**src/rtl/blklock_pkg.sv**
```systemverilog
// Package: shared operation codes for the block lock controller.
// Assumes a 3-bit request code; codes 6 and 7 are unused and mean "no operation".
package blklock_pkg;
    typedef enum logic [2:0] {
        OP_NONE       = 3'd0,
        OP_PROGRAM    = 3'd1,
        OP_ERASE      = 3'd2,
        OP_SET_BLK    = 3'd3,
        OP_SET_MASTER = 3'd4,
        OP_CLR_BLKS   = 3'd5
    } blk_op_e;
endpackage

```
**src/rtl/blklock_judge.sv**
```systemverilog
// Module: blklock_judge
// Purely combinational permission check for one request.
// Causes are checked in a fixed priority: low voltage, then index range, then lock.
// Assumes IDX_W >= $clog2(NUM_BLOCKS). Protect bits are indexed only when the index is in range.
module blklock_judge
    import blklock_pkg::*;
#(
    parameter int NUM_BLOCKS = 8,
    parameter int IDX_W      = 5
) (
    input  blk_op_e               op_i,
    input  logic [IDX_W-1:0]      idx_i,
    input  logic                  vpp_ok_i,
    input  logic                  ovr_i,
    input  logic [NUM_BLOCKS-1:0] lock_i,
    input  logic                  master_i,
    output logic                  allow_o,
    output logic                  viol_vpp_o,
    output logic                  viol_range_o,
    output logic                  viol_lock_o
);
    localparam int SEL_W = $clog2(NUM_BLOCKS);
    localparam logic [IDX_W:0] BLK_LIMIT = (IDX_W+1)'(NUM_BLOCKS);

    logic is_alter, is_data, is_cfg_blk, uses_idx, in_range, blk_locked, locked_out;

    // Classify the request and look up the target block's protect bit.
    always_comb begin
        is_data    = (op_i == OP_PROGRAM) || (op_i == OP_ERASE);
        is_cfg_blk = (op_i == OP_SET_BLK) || (op_i == OP_CLR_BLKS);
        is_alter   = is_data || is_cfg_blk || (op_i == OP_SET_MASTER);
        uses_idx   = is_data || (op_i == OP_SET_BLK);
        in_range   = {1'b0, idx_i} < BLK_LIMIT;
        blk_locked = in_range ? lock_i[idx_i[SEL_W-1:0]] : 1'b0;
        locked_out = (is_data && blk_locked)
                   || (is_cfg_blk && master_i && !ovr_i)
                   || ((op_i == OP_SET_MASTER) && master_i);
    end

    // Apply the cause priority and derive the final verdict.
    always_comb begin
        viol_vpp_o   = is_alter && !vpp_ok_i;
        viol_range_o = is_alter && vpp_ok_i && uses_idx && !in_range;
        viol_lock_o  = is_alter && vpp_ok_i && !(uses_idx && !in_range) && locked_out;
        allow_o      = is_alter && !viol_vpp_o && !viol_range_o && !viol_lock_o;
    end

    // Cause reporting must stay exclusive.
    always_comb begin
        assert_one_cause_R11: assert ($onehot0({viol_vpp_o, viol_range_o, viol_lock_o}));
        assert_allow_clean_R11: assert (!(allow_o && (viol_vpp_o || viol_range_o || viol_lock_o)));
    end
endmodule

```
**src/rtl/blklock_store.sv**
```systemverilog
// Module: blklock_store
// Protect bit storage: one bit per erase block plus a master bit.
// The bits model nonvolatile cells. They power up at 0 and are never touched by reset.
// The master bit can only be set. Callers raise at most one enable per cycle.
module blklock_store #(
    parameter int NUM_BLOCKS = 8,
    parameter int SEL_W      = 3
) (
    input  logic                  clk,
    input  logic                  rst_n,
    input  logic                  set_blk_i,
    input  logic [SEL_W-1:0]      sel_i,
    input  logic                  set_master_i,
    input  logic                  clr_all_i,
    output logic [NUM_BLOCKS-1:0] lock_o,
    output logic                  master_o
);
    logic master_q = 1'b0;

    for (genvar b = 0; b < NUM_BLOCKS; b++) begin : g_blk
        logic bit_q = 1'b0;
        // Update one block's protect bit on unprotect-all or a matching protect request.
        always_ff @(posedge clk) begin
            if (clr_all_i) begin
                bit_q <= 1'b0;
            end else if (set_blk_i && (sel_i == SEL_W'(b))) begin
                bit_q <= 1'b1;
            end
        end
        assign lock_o[b] = bit_q;
    end

    // The master bit is set once and then held.
    always_ff @(posedge clk) begin
        if (set_master_i) begin
            master_q <= 1'b1;
        end
    end
    assign master_o = master_q;

    assert_master_sticky_R7: assert property (@(posedge clk) disable iff (!rst_n)
        $past(master_o) |-> master_o);
    assert_clear_all_R6: assert property (@(posedge clk) disable iff (!rst_n)
        clr_all_i |=> (lock_o == '0));
    assert_set_one_R6: assert property (@(posedge clk) disable iff (!rst_n)
        (set_blk_i && !clr_all_i) |=> lock_o[sel_i]);
endmodule

```
**src/rtl/blklock_errflags.sv**
```systemverilog
// Module: blklock_errflags
// Sticky cause flags for refused requests. They are cleared by reset or by a
// clear request, and a new cause arriving in the same cycle as a clear still lands.
module blklock_errflags (
    input  logic clk,
    input  logic rst_n,
    input  logic clr_i,
    input  logic set_lock_i,
    input  logic set_vpp_i,
    input  logic set_range_i,
    output logic err_lock_o,
    output logic err_vpp_o,
    output logic err_range_o
);
    logic [2:0] flg_q;

    // Accumulate causes, dropping earlier ones on a clear.
    always_ff @(posedge clk) begin
        if (!rst_n) begin
            flg_q <= '0;
        end else begin
            flg_q <= (clr_i ? 3'b000 : flg_q) | {set_lock_i, set_vpp_i, set_range_i};
        end
    end

    assign {err_lock_o, err_vpp_o, err_range_o} = flg_q;

    assert_flags_sticky_R10: assert property (@(posedge clk) disable iff (!rst_n)
        ($past(rst_n) && !$past(clr_i) && ($past(flg_q) != 3'b000)) |-> ((flg_q & $past(flg_q)) == $past(flg_q)));
endmodule

```
**src/rtl/blklock_ctrl.sv**
```systemverilog
// Module: blklock_ctrl (top)
// Two-level write-protection controller for a sectored nonvolatile array.
// Judges each request, updates the protect bits when a configuration request succeeds,
// pulses accept or reject one cycle later, and records the cause of each refusal.
// Assumes NUM_BLOCKS is 8, 16 or 32 and that the block index sits above a 64 KB offset.
module blklock_ctrl
    import blklock_pkg::*;
#(
    parameter int NUM_BLOCKS = 8,
    parameter int IDX_W      = 5,
    parameter int OFFS_W     = 16,
    localparam int ADDR_W    = IDX_W + OFFS_W,
    localparam int SEL_W     = $clog2(NUM_BLOCKS)
) (
    input  logic                  clk,
    input  logic                  rst_n,
    input  logic                  pd_n,
    input  logic                  op_valid,
    input  logic [2:0]            op_code,
    input  logic [ADDR_W-1:0]     addr,
    input  logic                  vpp_ok,
    input  logic                  unlock_ovr,
    input  logic                  clr_status,
    output logic                  op_accept,
    output logic                  op_reject,
    output logic                  err_lock,
    output logic                  err_vpp,
    output logic                  err_range,
    output logic                  master_lock,
    output logic [NUM_BLOCKS-1:0] lock_bits
);
    if (!(NUM_BLOCKS == 8 || NUM_BLOCKS == 16 || NUM_BLOCKS == 32)) begin : g_bad_count
        $error("NUM_BLOCKS must be 8, 16 or 32");
    end

    blk_op_e          op;
    logic [IDX_W-1:0] idx;
    logic             go, allow, v_vpp, v_range, v_lock;
    logic             acc_q, rej_q;
    logic             unused_offset;

    assign op            = blk_op_e'(op_code);
    assign idx           = addr[ADDR_W-1:OFFS_W];
    assign go            = op_valid && pd_n;
    assign unused_offset = ^addr[OFFS_W-1:0];

    blklock_judge #(.NUM_BLOCKS(NUM_BLOCKS), .IDX_W(IDX_W)) i_judge (
        .op_i        (op),
        .idx_i       (idx),
        .vpp_ok_i    (vpp_ok),
        .ovr_i       (unlock_ovr),
        .lock_i      (lock_bits),
        .master_i    (master_lock),
        .allow_o     (allow),
        .viol_vpp_o  (v_vpp),
        .viol_range_o(v_range),
        .viol_lock_o (v_lock)
    );

    blklock_store #(.NUM_BLOCKS(NUM_BLOCKS), .SEL_W(SEL_W)) i_store (
        .clk         (clk),
        .rst_n       (rst_n),
        .set_blk_i   (go && allow && (op == OP_SET_BLK)),
        .sel_i       (idx[SEL_W-1:0]),
        .set_master_i(go && allow && (op == OP_SET_MASTER)),
        .clr_all_i   (go && allow && (op == OP_CLR_BLKS)),
        .lock_o      (lock_bits),
        .master_o    (master_lock)
    );

    blklock_errflags i_flags (
        .clk        (clk),
        .rst_n      (rst_n),
        .clr_i      (clr_status),
        .set_lock_i (go && v_lock),
        .set_vpp_i  (go && v_vpp),
        .set_range_i(go && v_range),
        .err_lock_o (err_lock),
        .err_vpp_o  (err_vpp),
        .err_range_o(err_range)
    );

    // Register the verdict into one-cycle result pulses.
    always_ff @(posedge clk) begin
        if (!rst_n) begin
            acc_q <= 1'b0;
            rej_q <= 1'b0;
        end else begin
            acc_q <= go && allow;
            rej_q <= go && (v_vpp || v_range || v_lock);
        end
    end
    assign op_accept = acc_q;
    assign op_reject = rej_q;

    assert_pd_ignored_R9: assert property (@(posedge clk) disable iff (!rst_n)
        !pd_n |=> (!op_accept && !op_reject));
    assert_vpp_blocks_R4: assert property (@(posedge clk) disable iff (!rst_n)
        (op_valid && !vpp_ok && (op_code != 3'd0) && (op_code < 3'd6)) |=> !op_accept);
    assert_reject_flagged_R11: assert property (@(posedge clk) disable iff (!rst_n)
        op_reject |-> (err_lock || err_vpp || err_range));
    assert_pulse_excl_R2: assert property (@(posedge clk) disable iff (!rst_n)
        !(op_accept && op_reject));
endmodule

```
**config.mk**
```make
export PLATFORM = sky130hd
export DESIGN_NAME = blklock_ctrl
export DESIGN_NICKNAME = d
export VERILOG_FILES = /design/src/rtl/blklock_pkg.sv /design/src/rtl/blklock_judge.sv /design/src/rtl/blklock_store.sv /design/src/rtl/blklock_errflags.sv /design/src/rtl/blklock_ctrl.sv
export SDC_FILE = /design/constraint.sdc
export NUM_CORES = 1
export LEC_CHECK = 0
export BUFFER_PORTS_ARGS = -buffer_cell sky130_fd_sc_hd__buf_2
export CORE_MARGIN = 10
export CORE_UTILIZATION = 35
export CTS_BUF_LIST = sky130_fd_sc_hd__clkbuf_4 sky130_fd_sc_hd__clkbuf_8 sky130_fd_sc_hd__clkbuf_16
export CTS_CLUSTER_SIZE = 12
export DETAILED_ROUTE_END_ITERATION = 8
export GPL_ROUTABILITY_DRIVEN = 0
export PLACE_DENSITY_LB_ADDON = 0.15
export SYNTH_ARGS = -nofsm -noshare
export SYNTH_HDL_FRONTEND = slang
export SYNTH_SLANG_ARGS = --single-unit
```
**constraint.sdc**
```tcl
create_clock -name clk -period 2.25 [get_ports clk]
set_input_delay 0.1125 -clock clk [delete_from_list [all_inputs] [get_ports clk]]
set_output_delay 0.1125 -clock clk [all_outputs]
set_load 0.01 [all_outputs]
```
==> metrics.txt, run 1 <==
status finished, final reports clean; Max Fclk 0.657 GHz; Synth Instances 93; #FFs+latches synth 13; RSZ-0062 raised after global routing false; total gr overflow 0; Period minus WS final 1.52 ns; Avg Synthesized Cell Area 8.61 um2; initial antenna violation count 0; Setup Buffers After CTS 0; Mapped Area 801 um2; TNS Setup 0 ns; Worst EP required 2.39 ns; largest net degree at the start of global routing 12; total track usage 0.0811; clock sinks 13; type of the worst setup path reg -> reg; Critical Path Fanout Max 3; DR DRC count 0; kind of end point of the critical path flop; biggest cell delay along the critical path 0.45 ns; Main synth FF type dfxtp_1; core box area 2190 um2; post-DP HPWL 1.45 mm; Yosys warnings 0; minimum hold slack 0.0655 ns; met1 WL 824 um; later-pin clock latency in the skew report 0.27 ns; vias in the first global route 669; worst hold path type in -> reg; Static Leak 0.427 nW; CP max-delay cell mux4_2; cell breakdown of the critical path mux4_2, nand2b_1, and3_1, o2111ai_2, a31oi_1; n_diodes 0; Power per Cell Area 518 nW/um2; via total after detailed routing 692; Final Hold Vio Count 0; Chip Height 67.8 um; share of cells above drive strength 1 0.333; Worst path top cell family by delay multiplexers; Initial Util 0.366; routed wl met2 848 um; peak supply drop 0.185 mV; Synth cell types 36; Area contributors post-synth dfxtp_1, a41oi_1, buf_4, nor2_1, and3_1; first-pass GRT wire length 2.95 mm; highest routed layer met3; Die Footprint 4600 um2; Setup Skew 0.00325 ns; # H-tree levels 1; Post-synth EDFFs 0; Routed Antenna Nets 0; drt pass-1 iters 4; Slew Viols, Final 0; sequential share of the synthesized area 0.325; Startpoint Class flop; Avg Vias per Cell 5.09; hold buffer count at cts 0; IO buf count 27; CTS tree built; cts bufs inserted 3; overall power 460 uW; Met3 Wirelength 147 um; final instance area 890 um2; IO Pins 45; Clock Pin Slew Worst Setup and Hold Paths 0.08 ns; XOR/XNOR Fraction of Synth Area 0.0109; Worst EP arrival 1.66 ns; post-synth top area cell dfxtp_1; Commonest cells post-synth dfxtp_1, nor2_1, buf_4, a41oi_1; Die X-Extent 67.8 um; FP Rows 17; routed wire length 1.82 mm; Max-Cap Viols 0; # setup viols final 0; mux cell area share after synthesis 0.0672; Area growth, synth to finish 11.1%; Buf/Inv on CP 0; Synth Area in Compound Gates 0.194; syn nets 124; asr flop ratio synth 0; largest family of logic cells by synthesized area simple AND/OR/NAND/NOR gates; # resized after CTS 0; Iteration-0 DRC Markers 30; placed cell areas 860 um2; average wire per standard cell 13.4 um; Final #Nets 140; fin crit share 0.676; Post-Synth Simple-Gate Area 0.241; clk buf depth 2; post-synth top area share 0.325; CTS root buf clkbuf_4; post-synthesis adder-cell area fraction 0; most numerous cell in the Yosys netlist dfxtp_1
==> cells by family (layout without fill, tap and decap cells) <==
logic type             after synthesis  count (layout)
AND/OR/NAND/NOR                     35              35
buffers and inverters               20              35
AO/OA/AOI/OAI                       19              19
flip-flops                          13              13
multiplexers                         4               4
other                                1               1
XOR/XNOR                             1               1
==> area by class of cell <==
| cell class | count | area (um2) |
|---|---|---|
| Multi-Input combinational cell | 60 | 414 |
| Fill cell | 244 | 1300 |
| Timing Repair Buffer | 27 | 135 |
| Inverter | 4 | 15.0 |
| Sequential cell | 13 | 260 |
| Clock buffer | 4 | 30.0 |
| Tap cell | 28 | 35.0 |
==> layer usage <==
metal,track usage,vias up
li1,-,356
met1,0.100,309
met2,0.126,27
met3,0.0261,0
met4,0.0377,0
met5,0,-
==> where the power goes <==
group,internal (mW),switching (mW),leakage (nW)
combinational,0.0300,0.0406,0.303
clock,0.0805,0.0730,0.0184
sequential,0.234,0.00219,0.105
==> per-stage QoR <==
stage	utilization	std cells	setup slack, ns
finish	0.406	136	0.728
global route	0.406	136	0.617
CTS	0.406	136	0.717
detailed placement	0.392	132	0.702
global placement	0.392	132	0.691
floorplan	-	93	0.812
==> placed cells by master (no fill, tap or decap), drive strengths merged, types with 2 or more instances in the layout <==
master  count
nor3b       3
o22ai       2
nand2b      2
and3        5
nand2       3
a21oi       2
and2        2
o31ai       2
clkbuf      4
inv         4
mux2i       2
dfxtp      13
a41oi       8
nor2       11
buf        27
nor3        2
nor2b       2
==> path summary, 6_finish.rpt <==
kind / startpoint / to / slack (ns) / cells after the start
max reg2reg: i_store.g_blk[7].bit_q / op_reject / 0.73 / 5
max: i_store.g_blk[7].bit_q / op_reject / 0.73 / 5
min reg2reg: i_flags.flg_q[2] / i_flags.flg_q[2] / 0.48 / 2
min: clr_status / i_flags.flg_q[2] / 0.07 / 2
==> state kept, by name, indices dropped and copies added, names as in the netlist <==
name / count
i_flags.flg_q: 3
op_reject: 1
i_store.g_blk.bit_q: 8
op_accept: 1
Power figures use the tool's default switching activity.
==> run 2: changes to the inputs <==
ABC_AREA = 1   (was unset)
clock period = 1.56 ns   (was 2.25 ns; I/O delays follow)
==> run 2 against run 1 <==
First-iteration DRC count shrank 87%; global-route usage grew 0.22 points; cell count grew 25%; synthesized cell count grew 31%.
==> metrics.txt, run 2 <==
DR DRC count 0; Mapped Area 830 um2; Setup Buffers After CTS 0; Routed Antenna Nets 0; Die X-Extent 68.7 um; placed cell areas 913 um2; max reg flops 8; Synth cell types 21; FP Rows 17; Post-synth EDFFs 0; type of the worst setup path reg -> reg; cts bufs inserted 3; Slew Viols, Final 0; Final Hold Vio Count 0; sequential share of the synthesized area 0.314; Initial Util 0.371; CP max-delay cell dfxtp_1; most numerous cell in the Yosys netlist nand2_1; # resized after CTS 0; # H-tree levels 1; net switching fraction of the power 0.273; CP startpoint i_store.g_blk[0].bit_q; total gr overflow 0; IO buf count 27; Non-Filler Instances 170; largest net degree at the start of global routing 11; biggest cell delay along the critical path 0.33 ns; Max-Cap Viols 0; via total after detailed routing 743; Critical Path Fanout Max 8; CTS root buf clkbuf_4; Worst EP arrival 1.39 ns; Iteration-0 DRC Markers 4; power share of the clock group 0.330; drt pass-1 iters 2; fin crit share 0.785; Avg Synthesized Cell Area 6.80 um2; R2R setup slack 0.34 ns; part of the power in registers 0.503; Static Leak 0.485 nW; asr flop ratio synth 0; CTS tree built; R2R depth 8; biggest regs i_store.g_blk.bit_q x8, i_flags.flg_q x3; Area contributors post-synth dfxtp_1, nand2_1, nor2_1, buf_4, nand3_1; IO Pins 45; cell breakdown of the critical path nand2_1, nand2_1, nand2_1, nand3_2, nand3_2, nand3_2, nor2_4, nor2_1; core box area 2230 um2; r2r endpoint i_store.g_blk[2].bit_q; Chip Height 68.7 um; final instance area 943 um2; Power per Cell Area 733 nW/um2; later-pin clock latency in the skew report 0.27 ns; Period minus WS final 1.22 ns; Startpoint Class flop; Area growth, synth to finish 13.7%; minimum hold slack 0.0545 ns; Crit. path cell count 8; vias in the first global route 685; post-DP HPWL 1.45 mm; TNS Setup 0 ns; post-synth top area cell dfxtp_1; CP Capture Point i_store.g_blk[2].bit_q; Die Footprint 4720 um2; status finished, final reports clean; Setup Skew 0.00315 ns; launching point of the worst reg2reg path i_store.g_blk[0].bit_q; post-synth top area share 0.314; Worst EP required 1.72 ns; most frequent cells in the layout buf_2, nand2_1, nor2_1; Main synth FF type dfxtp_1; # setup viols final 0; Clock Pin Slew Worst Setup and Hold Paths 0.08 ns; Buf/Inv on CP 0; Top reg by flops i_store.g_blk.bit_q; clk buf depth 2; kind of end point of the critical path flop; Worst path top cell family by delay simple AND/OR/NAND/NOR gates; share of cells above drive strength 1 0.345; clock sinks 13; syn nets 153; worst hold path type in -> reg; Commonest cells post-synth nand2_1, nor2_1, dfxtp_1, inv_1; total track usage 0.0833; commonest non-fill, non-tap cell in the layout buf_2; n_diodes 0; initial antenna violation count 0; routed wire length 1.76 mm; DP Cell Count 166; Yosys warnings 0; #FFs+latches synth 13; RSZ-0062 raised after global routing false; Net Switching 189 uW; Max Fclk 0.817 GHz; peak supply drop 0.365 mV; hold buffer count at cts 0; Comb pwr share 0.167; Avg Vias per Cell 4.37; average wire per standard cell 10.3 um; Final #Nets 174; internal power 502 uW; first-pass GRT wire length 3.03 mm; Synth Instances 122
[run 2: cell count changes after synthesis, sizes merged, moves of 3 or more]
cell	delta
nand2	+26
and3	-5
nor2	+19
a41oi	-8
nor3b	-3
inv	+12
nand3	+13
clkbuf	-3
[run 2: layout make-up]
cell class              count  area [um2]
fillers                   245        1290
well taps                  28        35.0
inverters                  16        65.1
clock buffers               4        30.0
repair buffers             27         135
flip-flops and latches     13         260
multi-input cells          82         418
[run 2: logic make-up after synthesis]
family                 count (synthesis)  synth area share
buffers and inverters                 27             0.183
AND/OR/NAND/NOR                       76             0.460
other                                  1           0.00452
flip-flops                            13             0.314
AO/OA/AOI/OAI                          5            0.0392
[run 2: per-stage QoR]
step	worst slack [ns]	util	power, mW
finish	0.336	0.422	0.691
global route	0.204	0.422	0.733
CTS	0.317	0.422	0.706
detailed placement	0.265	0.409	0.472
global placement	0.282	0.409	0.471
floorplan	0.472	-	0.446
[run 2: worst min path at each step]
stage,startpoint,endpoint,cells past startpoint
2_1_floorplan,rst_n,op_accept,2
3_3_place_gp,rst_n,op_accept,3
3_5_place_dp,rst_n,op_accept,3
4_1_cts,rst_n,op_accept,3
5_1_grt,rst_n,op_accept,3
6_report,rst_n,op_accept,3
[run 2: routing by layer]
| metal | GRT usage | part of all wire |
|---|---|---|
| met5 | 0 | 0 |
| met2 | 0.122 | 0.44 |
| met1 | 0.102 | 0.46 |
| met3 | 0.0322 | 0.081 |
| met4 | 0.0452 | 0.0097 |
[run 2: power groups by stage]
stage / combinational (mW) / clock (mW) / sequential [mW]
floorplan: 0.0897 / 0 / 0.356
global placement: 0.116 / 0 / 0.355
detailed placement: 0.117 / 0 / 0.355
CTS: 0.117 / 0.241 / 0.348
global route: 0.132 / 0.252 / 0.349
finish: 0.116 / 0.228 / 0.347
[run 2: worst register-to-register path, cell delays in order (launching register included)]
cell	delay [ns]
dfxtp_1	0.33
nand2_1	0.06
nand2_1	0.05
nand2_1	0.07
nand3_2	0.06
nand3_2	0.12
nand3_2	0.10
nor2_4	0.23
nor2_1	0.09
==> run 3: changes to the inputs <==
clock period = 1.1 ns   (was 1.56 ns; I/O delays follow)
==> run 3 against run 2 <==
The run now ends with negative setup slack left; non-clock buffer count increased by 19; cell count up 11%; clock skew rose by 0.0026 ns; critical endpoint is now i_store.g_blk[6].bit_q; maximum frequency decreased by 0.75%.
==> metrics.txt, run 3 (same netlist as run 2, synthesis figures left out) <==
status finished with violations; failing checks negative setup slack; Max Fclk 0.811 GHz; largest net degree at the start of global routing 9; Power per Cell Area 914 nW/um2; Startpoint Class flop; Critical Path Fanout Max 8; post-DP HPWL 1.69 mm; Slew Viols, Final 0; vias in the first global route 802; CTS root buf clkbuf_4; FP Rows 17; Routed Antenna Nets 0; biggest cell delay along the critical path 0.33 ns; Die X-Extent 68.7 um; Setup Skew 0.00576 ns; n_diodes 0; Worst Min Path Start rst_n; Hold Path Sink op_accept; most frequent cells in the layout buf_2, nand2_1, buf_4; total gr overflow 0; worst hold path type in -> reg; IO buf count 27; Hold Crit Depth 3; fin crit share 1.12; IO Pins 45; cell breakdown of the critical path nand2_1, nand2_1, nand2_1, nand3_2, nand3_4, nand4_4, nor2_2, nor2_2, nor2_2; biggest regs i_store.g_blk.bit_q x8, i_flags.flg_q x3; cts bufs inserted 3; r2r endpoint i_store.g_blk[6].bit_q; Avg Vias per Cell 4.36; # H-tree levels 1; Static Leak 0.581 nW; R2R setup slack -0.13 ns; max reg flops 8; RSZ-0062 raised after global routing true; Iteration-0 DRC Markers 28; average wire per standard cell 10.8 um; type of the worst setup path reg -> reg; share of cells above drive strength 1 0.528; Initial Util 0.371; CTS tree built; pre-CTS setup slack -0.133 ns; R2R depth 9; first-pass GRT wire length 3.38 mm; fill count 259; Top reg by flops i_store.g_blk.bit_q; DR DRC count 0; Final Hold Vio Count 0; Area growth, synth to finish 37.0%; final worst slack -0.133 ns; initial antenna violation count 0; Chip Height 68.7 um; # setup viols final 9; clk buf depth 2; peak supply drop 0.485 mV; via total after detailed routing 824; Final #Nets 193; DP Cell Count 181; launching point of the worst reg2reg path i_store.g_blk[6].bit_q; later-pin clock latency in the skew report 0.28 ns; drt pass-1 iters 4; Clock Pin Slew Worst Setup and Hold Paths 0.08 ns; kind of end point of the critical path flop; Die Footprint 4720 um2; Period minus WS final 1.23 ns; Max-Cap Viols 0; Worst EP arrival 1.45 ns; Worst EP required 1.32 ns; commonest non-fill, non-tap cell in the layout buf_2; total track usage 0.0937; CP max-delay cell dfxtp_2; Non-Filler Instances 189; core box area 2230 um2; clock sinks 13; routed wire length 2.03 mm
## run 3: cell types whose count changed in the layout (fill, tap and decap cells not counted)
cell | before | now
nor2_1 | 24 | 17
buf_4 | 0 | 19
nand3_4 | 0 | 2
nand2_1 | 26 | 25
dfxtp_1 | 13 | 5
nand2_2 | 3 | 4
nand3_1 | 10 | 9
nand3_2 | 4 | 3
nor2_2 | 3 | 10
dfxtp_2 | 0 | 8
## run 3: power by group
group	total, mW	switching, mW	internal (mW)
clock network	0.325	0.159	0.165
logic	0.220	0.120	0.100
registers	0.493	0.00715	0.486
## run 3: layer usage
layer | vias to the layer above | wire, um | track usage
li1 | 444 | - | -
met1 | 354 | 897 | 0.113
met2 | 22 | 979 | 0.152
met3 | 4 | 133 | 0.0274
met4 | 0 | 23 | 0.0377
met5 | - | 0 | 0
## run 3: worst max path at each step
stage | cells past startpoint | startpoint | slack [ns] | to
3_3_place_gp | 10 | op_code[0] | -0.09 | i_store.g_blk[6].bit_q
5_1_grt | 9 | i_store.g_blk[0].bit_q | -0.26 | i_store.g_blk[6].bit_q
3_5_place_dp | 8 | i_store.g_blk[4].bit_q | -0.13 | i_store.g_blk[2].bit_q
2_1_floorplan | 8 | i_store.g_blk[2].bit_q | 0.01 | i_store.g_blk[0].bit_q
6_report | 9 | i_store.g_blk[6].bit_q | -0.13 | i_store.g_blk[6].bit_q
4_1_cts | 8 | i_store.g_blk[4].bit_q | -0.14 | i_store.g_blk[2].bit_q
## run 3: final cells by class
type / instances / area (um2) / share of cell area
timing repair buffer: 46 / 278 / 0.244
sequential: 13 / 270 / 0.238
tap: 28 / 35.0 / 0.0308
clock buffer: 4 / 30.0 / 0.0264
multi-input combinational: 82 / 458 / 0.403
inverter: 16 / 65.1 / 0.0573
## run 3: worst max-delay path: cells and delay by family (launching register included)
family	cells	cell delay (ns)
flip-flops	1	0.33
AND/OR/NAND/NOR	9	0.85
## run 3: what timing repair did
item / CTS / global route
setup buffers: 1 / 3
pin swaps: 11 / 6
resized for setup: 5 / 14
hold endpoints to repair: 0 / 0
hold buffers: 0 / 0
endpoints found under the setup margin: 10 / 11
## run 3: metrics by stage
step	utilization	hold slack [ns]	power, mW	cell area, um2	TNS [ns]
global placement	0.459	0.314	0.704	1030	-0.646
finish	0.509	0.0353	1.04	1140	-1.03
detailed placement	0.459	0.316	0.709	1030	-0.986
CTS	0.486	0.0240	1.04	1090	-1.08
global route	0.509	0.0227	1.11	1140	-2.21
floorplan	-	0.181	0.632	830	0
